**src/rtl/cfgwin_pkg.sv**
```systemverilog
package cfgwin_pkg;

    localparam int KEY_W     = 16;
    localparam int OFF_W     = 16;
    localparam int IDXF_W    = 14;
    localparam int BANK_BIT  = 15;
    localparam int WFLAG_BIT = 14;
    localparam logic [KEY_W-1:0] INVALID_KEY = 16'hFFFF;

    typedef enum logic [1:0] {
        SZ_BYTE  = 2'b00,
        SZ_HALF  = 2'b01,
        SZ_WORD  = 2'b10,
        SZ_DWORD = 2'b11
    } acc_size_e;

    // default entry values
    localparam logic [31:0] SIG_WORD  = 32'h2147_4643;
    localparam logic [15:0] GFX_OFF   = 16'h0001;
    localparam logic [15:0] CPU_COUNT = 16'h0004;
    localparam logic [63:0] ARCH_WORD = 64'h0123_4567_89AB_CDEF;
    localparam int STORE_USED = 42;

    function automatic logic [OFF_W-1:0] ent_len(input logic bank, input int unsigned idx);
        logic [OFF_W-1:0] r;
        r = '0;
        if (!bank) begin
            case (idx)
                0: r = 16'd4;
                1: r = 16'd16;
                2: r = 16'd2;
                3: r = 16'd2;
                4: r = 16'd6;
                default: r = '0;
            endcase
        end else begin
            case (idx)
                0: r = 16'd8;
                1: r = 16'd4;
                default: r = '0;
            endcase
        end
        return r;
    endfunction

    function automatic logic [OFF_W-1:0] ent_base(input logic bank, input int unsigned idx);
        logic [OFF_W-1:0] r;
        r = '0;
        if (!bank) begin
            case (idx)
                1: r = 16'd4;
                2: r = 16'd20;
                3: r = 16'd22;
                4: r = 16'd24;
                default: r = '0;
            endcase
        end else begin
            case (idx)
                0: r = 16'd30;
                1: r = 16'd38;
                default: r = '0;
            endcase
        end
        return r;
    endfunction

    function automatic logic [7:0] init_byte(input int unsigned a);
        logic [7:0] r;
        if (a < 4)            r = SIG_WORD[8*a +: 8];
        else if (a < 20)      r = 8'(8'hA0 + (a - 4));
        else if (a < 22)      r = GFX_OFF[8*(a-20) +: 8];
        else if (a < 24)      r = CPU_COUNT[8*(a-22) +: 8];
        else if (a < 30)      r = 8'h00;
        else if (a < 38)      r = ARCH_WORD[8*(a-30) +: 8];
        else                  r = 8'h00;
        return r;
    endfunction

endpackage

```
**src/rtl/cfgwin_desc.sv**
```systemverilog
module cfgwin_desc
    import cfgwin_pkg::*;
#(
    parameter int N_ENTRY = 8,
    localparam int IDX_W  = (N_ENTRY > 1) ? $clog2(N_ENTRY) : 1
) (
    input  logic               bank_bit,
    input  logic [IDXF_W-1:0]  idx_field,
    output logic               ent_valid,
    output logic [IDX_W-1:0]   ent_idx,
    output logic [OFF_W-1:0]   ent_len_o,
    output logic [OFF_W-1:0]   ent_base_o
);
    always_comb begin
        ent_valid  = (32'(idx_field) < N_ENTRY);
        ent_idx    = idx_field[IDX_W-1:0];
        ent_len_o  = '0;
        ent_base_o = '0;
        if (ent_valid) begin
            ent_len_o  = ent_len(bank_bit, 32'(idx_field));
            ent_base_o = ent_base(bank_bit, 32'(idx_field));
        end
    end
endmodule

```
**src/rtl/cfgwin_store.sv**
```systemverilog
module cfgwin_store
    import cfgwin_pkg::*;
#(
    parameter int DEPTH = 64,
    localparam int AW   = $clog2(DEPTH)
) (
    input  logic          clk,
    input  logic          rst_n,
    input  logic          we,
    input  logic          re,
    input  logic [AW-1:0] addr,
    input  logic [7:0]    wdata,
    output logic [7:0]    rdata
);
    logic [7:0] mem_q [DEPTH];
    logic [7:0] rdata_q;

    always_ff @(posedge clk) begin
        if (!rst_n) begin
            for (int i = 0; i < DEPTH; i++) begin
                mem_q[i] <= init_byte(i);
            end
            rdata_q <= '0;
        end else begin
            if (we) begin
                mem_q[addr] <= wdata;
            end
            if (re) begin
                rdata_q <= mem_q[addr];
            end
        end
    end

    assign rdata = rdata_q;
endmodule

```
**src/rtl/cfgwin_ctrl.sv**
```systemverilog
module cfgwin_ctrl
    import cfgwin_pkg::*;
#(
    parameter int N_ENTRY = 8,
    parameter int DEPTH   = 64,
    localparam int IDX_W  = (N_ENTRY > 1) ? $clog2(N_ENTRY) : 1,
    localparam int AW     = $clog2(DEPTH)
) (
    input  logic              clk,
    input  logic              rst_n,
    input  logic              ctl_we,
    input  logic [1:0]        ctl_size,
    input  logic [KEY_W-1:0]  ctl_wdata,
    input  logic              dat_re,
    input  logic              dat_we,
    input  logic [1:0]        dat_size,
    input  logic              ent_valid,
    input  logic [IDX_W-1:0]  ent_idx,
    input  logic [OFF_W-1:0]  ent_len_i,
    input  logic [OFF_W-1:0]  ent_base_i,
    output logic [KEY_W-1:0]  key_o,
    output logic              ram_we,
    output logic              ram_re,
    output logic [AW-1:0]     ram_addr,
    output logic              rd_hit,
    output logic              rvalid,
    output logic              done,
    output logic [IDX_W:0]    done_idx
);
    typedef struct packed {
        logic [KEY_W-1:0] key;
        logic [OFF_W-1:0] off;
        logic             rd_hit;
        logic             rvalid;
        logic             done;
        logic [IDX_W:0]   done_idx;
    } state_t;

    state_t st_d, st_q;
    logic ctl_acc, rd_acc, wr_acc, in_range, wflag;
    logic [OFF_W-1:0] off_inc;

    always_comb begin
        ctl_acc  = ctl_we && (ctl_size == SZ_HALF);
        rd_acc   = dat_re && (dat_size == SZ_BYTE);
        wr_acc   = dat_we && (dat_size == SZ_BYTE);
        wflag    = st_q.key[WFLAG_BIT];
        in_range = ent_valid && (st_q.off < ent_len_i);
        off_inc  = st_q.off + 1'b1;
        ram_addr = AW'(ent_base_i + st_q.off);
        ram_we   = 1'b0;
        ram_re   = 1'b0;

        st_d        = st_q;
        st_d.rd_hit = 1'b0;
        st_d.rvalid = rd_acc;
        st_d.done   = 1'b0;

        if (ctl_acc) begin
            st_d.off = '0;
            if (32'(ctl_wdata[IDXF_W-1:0]) >= N_ENTRY) begin
                st_d.key = INVALID_KEY;
            end else begin
                st_d.key = ctl_wdata;
            end
        end else if (wr_acc) begin
            if (wflag && in_range) begin
                ram_we = 1'b1;
                if (off_inc == ent_len_i) begin
                    st_d.off      = '0;
                    st_d.done     = 1'b1;
                    st_d.done_idx = {st_q.key[BANK_BIT], ent_idx};
                end else begin
                    st_d.off = off_inc;
                end
            end
        end else if (rd_acc) begin
            if (in_range) begin
                ram_re      = 1'b1;
                st_d.rd_hit = 1'b1;
                st_d.off    = off_inc;
            end
        end
    end

    always_ff @(posedge clk) begin
        if (!rst_n) begin
            st_q <= '0;
        end else begin
            st_q <= st_d;
        end
    end

    assign key_o    = st_q.key;
    assign rd_hit   = st_q.rd_hit;
    assign rvalid   = st_q.rvalid;
    assign done     = st_q.done;
    assign done_idx = st_q.done_idx;
endmodule

```
**src/rtl/keyed_cfg_window.sv**
```systemverilog
module keyed_cfg_window
    import cfgwin_pkg::*;
#(
    parameter int N_ENTRY = 8,
    parameter int DEPTH   = 64,
    localparam int IDX_W  = (N_ENTRY > 1) ? $clog2(N_ENTRY) : 1,
    localparam int AW     = $clog2(DEPTH)
) (
    input  logic              clk,
    input  logic              rst_n,
    input  logic              ctl_we,
    input  logic [1:0]        ctl_size,
    input  logic [15:0]       ctl_wdata,
    output logic [15:0]       ctl_rdata,
    input  logic              dat_re,
    input  logic              dat_we,
    input  logic [1:0]        dat_size,
    input  logic [7:0]        dat_wdata,
    output logic [7:0]        dat_rdata,
    output logic              dat_rvalid,
    output logic              done_pulse,
    output logic [IDX_W:0]    done_index
);
    logic [KEY_W-1:0] key;
    logic             ent_valid;
    logic [IDX_W-1:0] ent_idx;
    logic [OFF_W-1:0] ent_len_w, ent_base_w;
    logic             ram_we, ram_re, rd_hit;
    logic [AW-1:0]    ram_addr;
    logic [7:0]       ram_rdata;

    cfgwin_desc #(.N_ENTRY(N_ENTRY)) u_desc (
        .bank_bit  (key[BANK_BIT]),
        .idx_field (key[IDXF_W-1:0]),
        .ent_valid (ent_valid),
        .ent_idx   (ent_idx),
        .ent_len_o (ent_len_w),
        .ent_base_o(ent_base_w)
    );

    cfgwin_ctrl #(.N_ENTRY(N_ENTRY), .DEPTH(DEPTH)) u_ctrl (
        .clk       (clk),
        .rst_n     (rst_n),
        .ctl_we    (ctl_we),
        .ctl_size  (ctl_size),
        .ctl_wdata (ctl_wdata),
        .dat_re    (dat_re),
        .dat_we    (dat_we),
        .dat_size  (dat_size),
        .ent_valid (ent_valid),
        .ent_idx   (ent_idx),
        .ent_len_i (ent_len_w),
        .ent_base_i(ent_base_w),
        .key_o     (key),
        .ram_we    (ram_we),
        .ram_re    (ram_re),
        .ram_addr  (ram_addr),
        .rd_hit    (rd_hit),
        .rvalid    (dat_rvalid),
        .done      (done_pulse),
        .done_idx  (done_index)
    );

    cfgwin_store #(.DEPTH(DEPTH)) u_store (
        .clk  (clk),
        .rst_n(rst_n),
        .we   (ram_we),
        .re   (ram_re),
        .addr (ram_addr),
        .wdata(dat_wdata),
        .rdata(ram_rdata)
    );

    assign dat_rdata = rd_hit ? ram_rdata : 8'h00;
    assign ctl_rdata = '0;
endmodule

```
**config.mk**
```make
export PLATFORM = sky130hd
export DESIGN_NAME = keyed_cfg_window
export DESIGN_NICKNAME = d
export VERILOG_FILES = /design/src/rtl/cfgwin_pkg.sv /design/src/rtl/cfgwin_desc.sv /design/src/rtl/cfgwin_store.sv /design/src/rtl/cfgwin_ctrl.sv /design/src/rtl/keyed_cfg_window.sv
export SDC_FILE = /design/constraint.sdc
export NUM_CORES = 1
export LEC_CHECK = 0
export ABC_AREA = 1
export ABC_CLOCK_PERIOD_IN_PS = 8800
export BUFFER_PORTS_ARGS = -buffer_cell sky130_fd_sc_hd__buf_2
export CAP_MARGIN = 20
export CORE_AREA = 2 2 256 258
export DETAILED_ROUTE_END_ITERATION = 8
export DIE_AREA = 0 0 258 260
export HOLD_SLACK_MARGIN = 0.06
export PLACE_DENSITY = 0.54
export RECOVER_POWER = 100
export SYNTH_ARGS = -nofsm -noshare
export SYNTH_HDL_FRONTEND = slang
export SYNTH_SLANG_ARGS = --single-unit
```
**constraint.sdc**
```tcl
create_clock -name clk -period 8.8 [get_ports clk]
set_input_delay 1.76 -clock clk [delete_from_list [all_inputs] [get_ports clk]]
set_output_delay 1.76 -clock clk [all_outputs]
set_load 0.01 [all_outputs]
```
==> qor.yml, run 1 <==
status:
  status: "complete, but fails checks"
  violations: "capacitance limit, slew limit"
clock_tree:
  cts_max_level: 2
  cts_tree: "done"
  root_buffer: "clkbuf_16"
  cts_sinks: 559
  ctsLongestPathBuffers: 3
  cts_resized: 0
  postCtsSetupRepairBufs: 0
  insertion_delay_ns: 0.66
  cts_buffers: 61
  ctsHoldBuffers: 0
  clkTransAtPathRegs_ns: 0.06
critical_path:
  crit_cells: 8
  critical_path.top_delay_family: "simple AND/OR/NAND/NOR gates"
  end_kind: "register"
  cp-start-kind: "input port"
  crit_end: "u_store.mem_q[18][0]"
  reg2reg_depth: 21
  crit_fanout: 45
  crit_start: "rst_n"
  r2r_end: "u_store.rdata[4]"
  cp_data_required_time_ns: 9.10
  arrival_ns: 7.05
  crit_slowest_cell: "clkbuf_1"
  cpPeakStageDelay_ns: 1.78
  path_buf_inv: 3
  path_common_cell: "nand2_1"
  crit_type: "in2reg"
  crit-reg2reg-launch: "u_ctrl.key_o[8]"
  r2r_slack_ns: 2.85
  path_cells: "clkbuf_1, nand2_1, nor2_4, buf_4, nand2_1, nor2_4, inv_1, nand2_1"
power_and_ir_drop:
  power_density_nw_per_um2: 216
  irDropWorstVdd_uv: 144
  power_leakage_nw: 10.5
sta:
  fin_crit_ns: 6.75
  slew-limit-headroom: -0.719
  period_share: 0.767
  setup_tns_ns: 0
  hold_violations: 0
  fin_skew_ns: 0.0325
  fmax_ghz: 0.148
  setup_viol: 0
  grt_setup_unrepaired: "false"
  worstMarginPinSlew_ns: 2.58
  slew_viol_final: 46
floorplanning:
  num_rows: 93
  die_y_um: 260
  fp.dieW_um: 258
  num_io_pins: 63
  core_um2: 64100
  start_util: 0.398
  fp.dieArea_um2: 67100
logic_synthesis:
  async_reset_ff_frac: 0
  netlist_instances: 2582
  synth_cell_types: 42
  synth_xor_area_frac: 0.00520
  synthMuxAreaShare: 0
  synth-edff-count: 512
  ys_warn_count: 0
  syn_avg_cell_area_um2: 9.87
  synth-compound-area-share: 0.0463
  synth-seq-area-share: 0.640
  synth_area_leader_cell: "edfxtp_1"
  netlist_area_um2: 25500
  yosys-top-cells-area: "edfxtp_1 60%, nand2_1 11%, nor2_1 7.3%"
  synth_fa_ha_area_frac: 0.00471
  yosys_most_used_dff: "edfxtp_1"
  yosys.area.top_type_share: 0.603
  synth_top_family_by_area: "simple AND/OR/NAND/NOR gates"
  synth_seq_cells: 559
  synthSimpleGateAreaFrac: 0.255
worst_hold_path:
  hold_path.class: "reg2reg"
place:
  numPortBuffers: 46
  dp_hpwl_mm: 43.3
  place.gp.congestion: 0.866
global_routing:
  grt_pass1_vias: 18100
  grt_pass1_wl_mm: 110
  grt_use_total: 0.215
  antenna_found_initial: 0
  grt_max_degree: 72
  globalRouteOverflowTotal: 0
route:
  drt-wirelength-per-cell_um: 20.9
  num_vias: 18500
  ant_nets: 0
  wl_mm: 72.6
  dr.pass1.iters: 5
  drcViolationCount: 0
  avgViaCountPerCell: 5.33
  drt_iter0_markers: 1623
final_layout:
  n_antenna_cell: 0
  final_nets: 2612
  final_common_cell: "nand2_1"
  layout_common_cells: "769 x nand2_1, 523 x nor2_1, 512 x edfxtp_1"
  syn2layout_area_growth_pct: 9.76
  fin_util: 0.436
  drive_gt1_frac: 0.0683
flow_run:
  drv_cap: 1
[final cells by class]
class	instances	area (um2)
Inverter	142	533
Fill cell	6242	36100
Sequential cell	559	16300
Clock buffer	76	1600
Multi-Input combinational cell	1739	7700
Clock inverter	39	385
Tap cell	855	1070
Timing Repair Buffer	67	369
[Yosys cell counts (3+ instances only)]
| master | number |
|---|---|
| nand2_1 | 768 |
| edfxtp_1 | 512 |
| nor2_1 | 499 |
| clkbuf_1 | 116 |
| inv_1 | 99 |
| nand3_1 | 98 |
| a22oi_1 | 77 |
| nand4_1 | 67 |
| o21ai_0 | 57 |
| dfxtp_1 | 47 |
| inv_2 | 39 |
| nand3_2 | 36 |
| buf_4 | 25 |
| a21oi_1 | 23 |
| nor2_4 | 17 |
| o2111ai_1 | 15 |
| nor2_2 | 13 |
| buf_1 | 10 |
| ha_1 | 8 |
| xor2_1 | 6 |
| buf_2 | 5 |
| nand3b_1 | 5 |
| nor3_1 | 5 |
| nor4_1 | 5 |
| o211ai_1 | 5 |
| clkinv_1 | 4 |
| nor3_4 | 4 |
| nand2_2 | 3 |
[cells by family (layout without fill, tap and decap cells)]
kind of cell	after synthesis	after routing
adders and majority gates	9	9
DFF	559	559
other	1	16
AOI/OAI and AO/OA	181	181
and+or+nand+nor	1523	1523
xor gates and xnor gates	10	10
buffers and inverters	299	324
[per-stage QoR]
stage / setup WS (ns) / total power [mW] / cell area (um2) / instances / hold slack (ns)
global route: 1.74 / 6.23 / 28000 / 3477 / 0.488
detailed placement: 3.12 / 3.53 / 26300 / 3362 / 0.465
CTS: 3.69 / 6.09 / 28300 / 3477 / 0.474
finish: 2.05 / 6.04 / 28000 / 3477 / 0.470
global placement: 3.20 / 3.53 / 26300 / 3362 / 0.460
floorplan: 4.86 / 3.33 / 25600 / 2597 / 0.450
[report_power, final]
group          switching, mW  internal (mW)  leakage (nW)  total (mW)
logic                  0.386          0.100          4.21       0.486
clock network           1.08           1.50         0.980        2.57
registers             0.0271           2.96          5.28        2.98
total                   1.49           4.55          10.5        6.04
[tightest hold or removal path, stage by stage (launching register included)]
cell	delay, ns
dfxtp_1	0.31
nand3_1	0.07
nand2_1	0.05
[layer usage]
layer | vias to the layer above | GRT usage | share of wire
li1 | 8642 | - | -
met1 | 9004 | 0.305 | 0.44
met3 | 110 | 0.0338 | 0.077
met4 | 0 | 0.0613 | 0.025
met2 | 773 | 0.343 | 0.46
met5 | - | 0 | 0
[how the worst min path moves through the flow]
stage | cells after the start | slack [ns] | to | startpoint
final | 2 | 0.47 | u_ctrl.key_o[8] | u_ctrl.key_o[8]
after floorplan | 2 | 0.45 | u_ctrl.key_o[5] | u_ctrl.key_o[5]
after global placement | 2 | 0.46 | u_ctrl.key_o[4] | u_ctrl.key_o[4]
after CTS | 2 | 0.47 | u_ctrl.key_o[8] | u_ctrl.key_o[8]
after global routing | 2 | 0.49 | u_ctrl.key_o[8] | u_ctrl.key_o[8]
after detailed placement | 2 | 0.46 | u_ctrl.key_o[8] | u_ctrl.key_o[8]
[registers in the layout, indices dropped and copies added, names as in the netlist]
signal,cells
u_ctrl.done,1
u_ctrl.st_q,16
u_ctrl.rd_hit,1
u_store.rdata,8
u_store.mem_q,512
u_ctrl.rvalid,1
u_ctrl.done_idx,4
u_ctrl.key_o,16
(Power assumes the default switching activity.)
==> run 2, diff against run 1 <==
- ABC_CLOCK_PERIOD_IN_PS: 8800 -> 6700
- clock period: 8.8 -> 6.7 ns (I/O delays scaled with it)
==> run 2 against run 1 <==
The run now ends clean. Worst setup slack worse by 0.86 ns. Hold slack better by 0.0057 ns. Global-route usage up 0.63 points. Sequential share of layout area decreased by 0.12 points. Clock-buffer cell count grew 6. Critical path depth grew 8. Via count rose by 1.3%. Routed wire length is 3.6% higher. Register-to-register slack worse by 1.7 ns. Clock power grew 30%. Critical path type is now reg2reg. Highest routed layer unchanged.
==> qor.yml, run 2 (synthesis results as in run 1) <==
sta:
  period_share: 0.823
  fin_crit_ns: 5.51
  fmax_ghz: 0.181
  setup_tns_ns: 0  # unchanged
  fin_skew_ns: 0.0203  # -0.0122 ns
  slew_viol_final: 0  # -100%
  fin_ws_ns: 1.19  # -0.864 ns
  grt_setup_unrepaired: "false"
  slew-limit-headroom: 0.0525  # +0.772
  worstMarginPinSlew_ns: 1.42  # -1.16 ns
  hold-worst-slack_ns: 0.476  # +0.00568 ns
  hold_violations: 0  # unchanged
  setup_viol: 0  # unchanged
power_and_ir_drop:
  power_leakage_nw: 10.5  # +0.28%
  power_mw: 7.88  # +30%
  power_density_nw_per_um2: 281  # +30%
  irDropWorstVdd_uv: 198  # +38%
route:
  drt-wirelength-per-cell_um: 21.6  # +3.5%
  num_vias: 18800  # +1.3%
  dr.pass1.iters: 6  # +1
  avgViaCountPerCell: 5.39  # +1.2%
  drt_iter0_markers: 1977  # +22%
  wl_mm: 75.2  # +3.6%
  drcViolationCount: 0  # unchanged
  ant_nets: 0  # unchanged
global_routing:
  grt_pass1_wl_mm: 113  # +2.8%
  grt_pass1_vias: 18300  # +1.1%
  grt_util_met3: 0.0343  # +0.000487
  globalRouteOverflowTotal: 0  # unchanged
  grt_use_total: 0.222  # +0.00627
  grt_use_met1: 0.313  # +0.00797
  antenna_found_initial: 0  # unchanged
  grt.busiest_layer: "met2"
  use_met2: 0.362  # +0.0186
  grt_max_degree: 65  # -9.7%
critical_path:
  arrival_ns: 5.80  # -1.25 ns
  crit-reg2reg-launch: "u_ctrl.key_o[8]"
  crit_fanout: 42  # -6.7%
  end_kind: "register"
  cp-start-kind: "register"
  crit_type: "reg2reg"
  cp_data_required_time_ns: 6.99  # -2.11 ns
  crit_start: "u_ctrl.key_o[8]"
clock_tree:
  cts_resized: 0  # unchanged
  cts_max_level: 2  # unchanged
  ctsHoldBuffers: 0  # unchanged
  ctsLongestPathBuffers: 3  # unchanged
  postCtsSetupRepairBufs: 0  # unchanged
  cts_buffers: 60  # -1.6%
  cts_sinks: 559  # unchanged
  insertion_delay_ns: 0.63  # -0.03 ns
  cts_tree: "done"
  root_buffer: "clkbuf_16"
  clkTransAtPathRegs_ns: 0.06  # about the same
place:
  place_ws_ns: 1.84  # -1.28 ns
  place.gp.congestion: 0.888  # +2.5%
  dp_hpwl_mm: 47.7  # +10%
  numPortBuffers: 46  # unchanged
  dp.cells: 3369  # +0.21%
  placedInstanceArea_um2: 26400  # +0.29%
floorplanning:
  fp.dieArea_um2: 67100  # unchanged
  num_io_pins: 63  # unchanged
  core_um2: 64100  # unchanged
  num_rows: 93  # unchanged
  fp.dieW_um: 258  # unchanged
  start_util: 0.398  # unchanged
  die_y_um: 260  # unchanged
final_layout:
  syn2layout_area_growth_pct: 9.99
  final_nets: 2618  # +0.23%
  fin_util: 0.437  # +0.000918
  multi_input_area_um2: 7730  # +0.29%
  layout_common_cells: "769 x nand2_1, 519 x nor2_1, 512 x edfxtp_1"
  fill_cells: 6155  # -1.4%
  instances_no_fill: 3482  # +0.14%
  final_common_cell: "nand2_1"
  n_antenna_cell: 0  # unchanged
  drive_gt1_frac: 0.0712  # +0.00292
  largest_register_ffs: 512  # unchanged
  top_register: "u_store.mem_q"
  fin_area_um2: 28000  # +0.21%
  seqCellArea_um2: 16300  # unchanged
worst_hold_path:
  hold_path.class: "reg2reg"
  min_from: "u_ctrl.key_o[7]"
status:
  status: "complete, no violations"
flow_run:
  drv_cap: 0  # -1
-- run 2: critical path: stages (launching register included) --
cell and delay [ns]:
dfxtp_1 0.30, or2_2 0.28, nor2_1 0.51, nand2_1 0.17, nor4_1 0.35, inv_1 0.10, a22oi_1 0.18, ha_1 0.23
fa_1 0.48, inv_1 0.17, nand3_1 0.22, inv_1 0.92, buf_12 0.33, nand2_1 0.24, nor2_4 0.23, inv_1 0.12
nand2_1 0.30
-- run 2: power breakdown --
part,internal (mW),switching [mW]
registers,3.88,0.0359
clock network,1.92,1.40
logic,0.134,0.501
total,5.94,1.94
-- run 2: final cells by class --
class,instances,share of cell area
clock inverter,31,0.0101
inverter,142,0.0190
timing repair buffer,74,0.0159
sequential,559,0.582
tap,855,0.0382
clock buffer,82,0.0594
multi-input combinational,1739,0.276
-- run 2: final timing paths --
kind	to	slack, ns	depth (start not counted)
max	u_store.mem_q[34][4]	1.19	16
min	u_ctrl.key_o[7]	0.48	2
max reg2reg	u_store.mem_q[34][4]	1.19	16
min reg2reg	u_ctrl.key_o[7]	0.48	2
-- run 2: per-layer routing --
| metal | routed length [um] | share of wire |
|---|---|---|
| met1 | 32800 | 0.44 |
| met2 | 35200 | 0.47 |
| met3 | 5960 | 0.079 |
| met5 | 0 | 0 |
| met4 | 1370 | 0.018 |
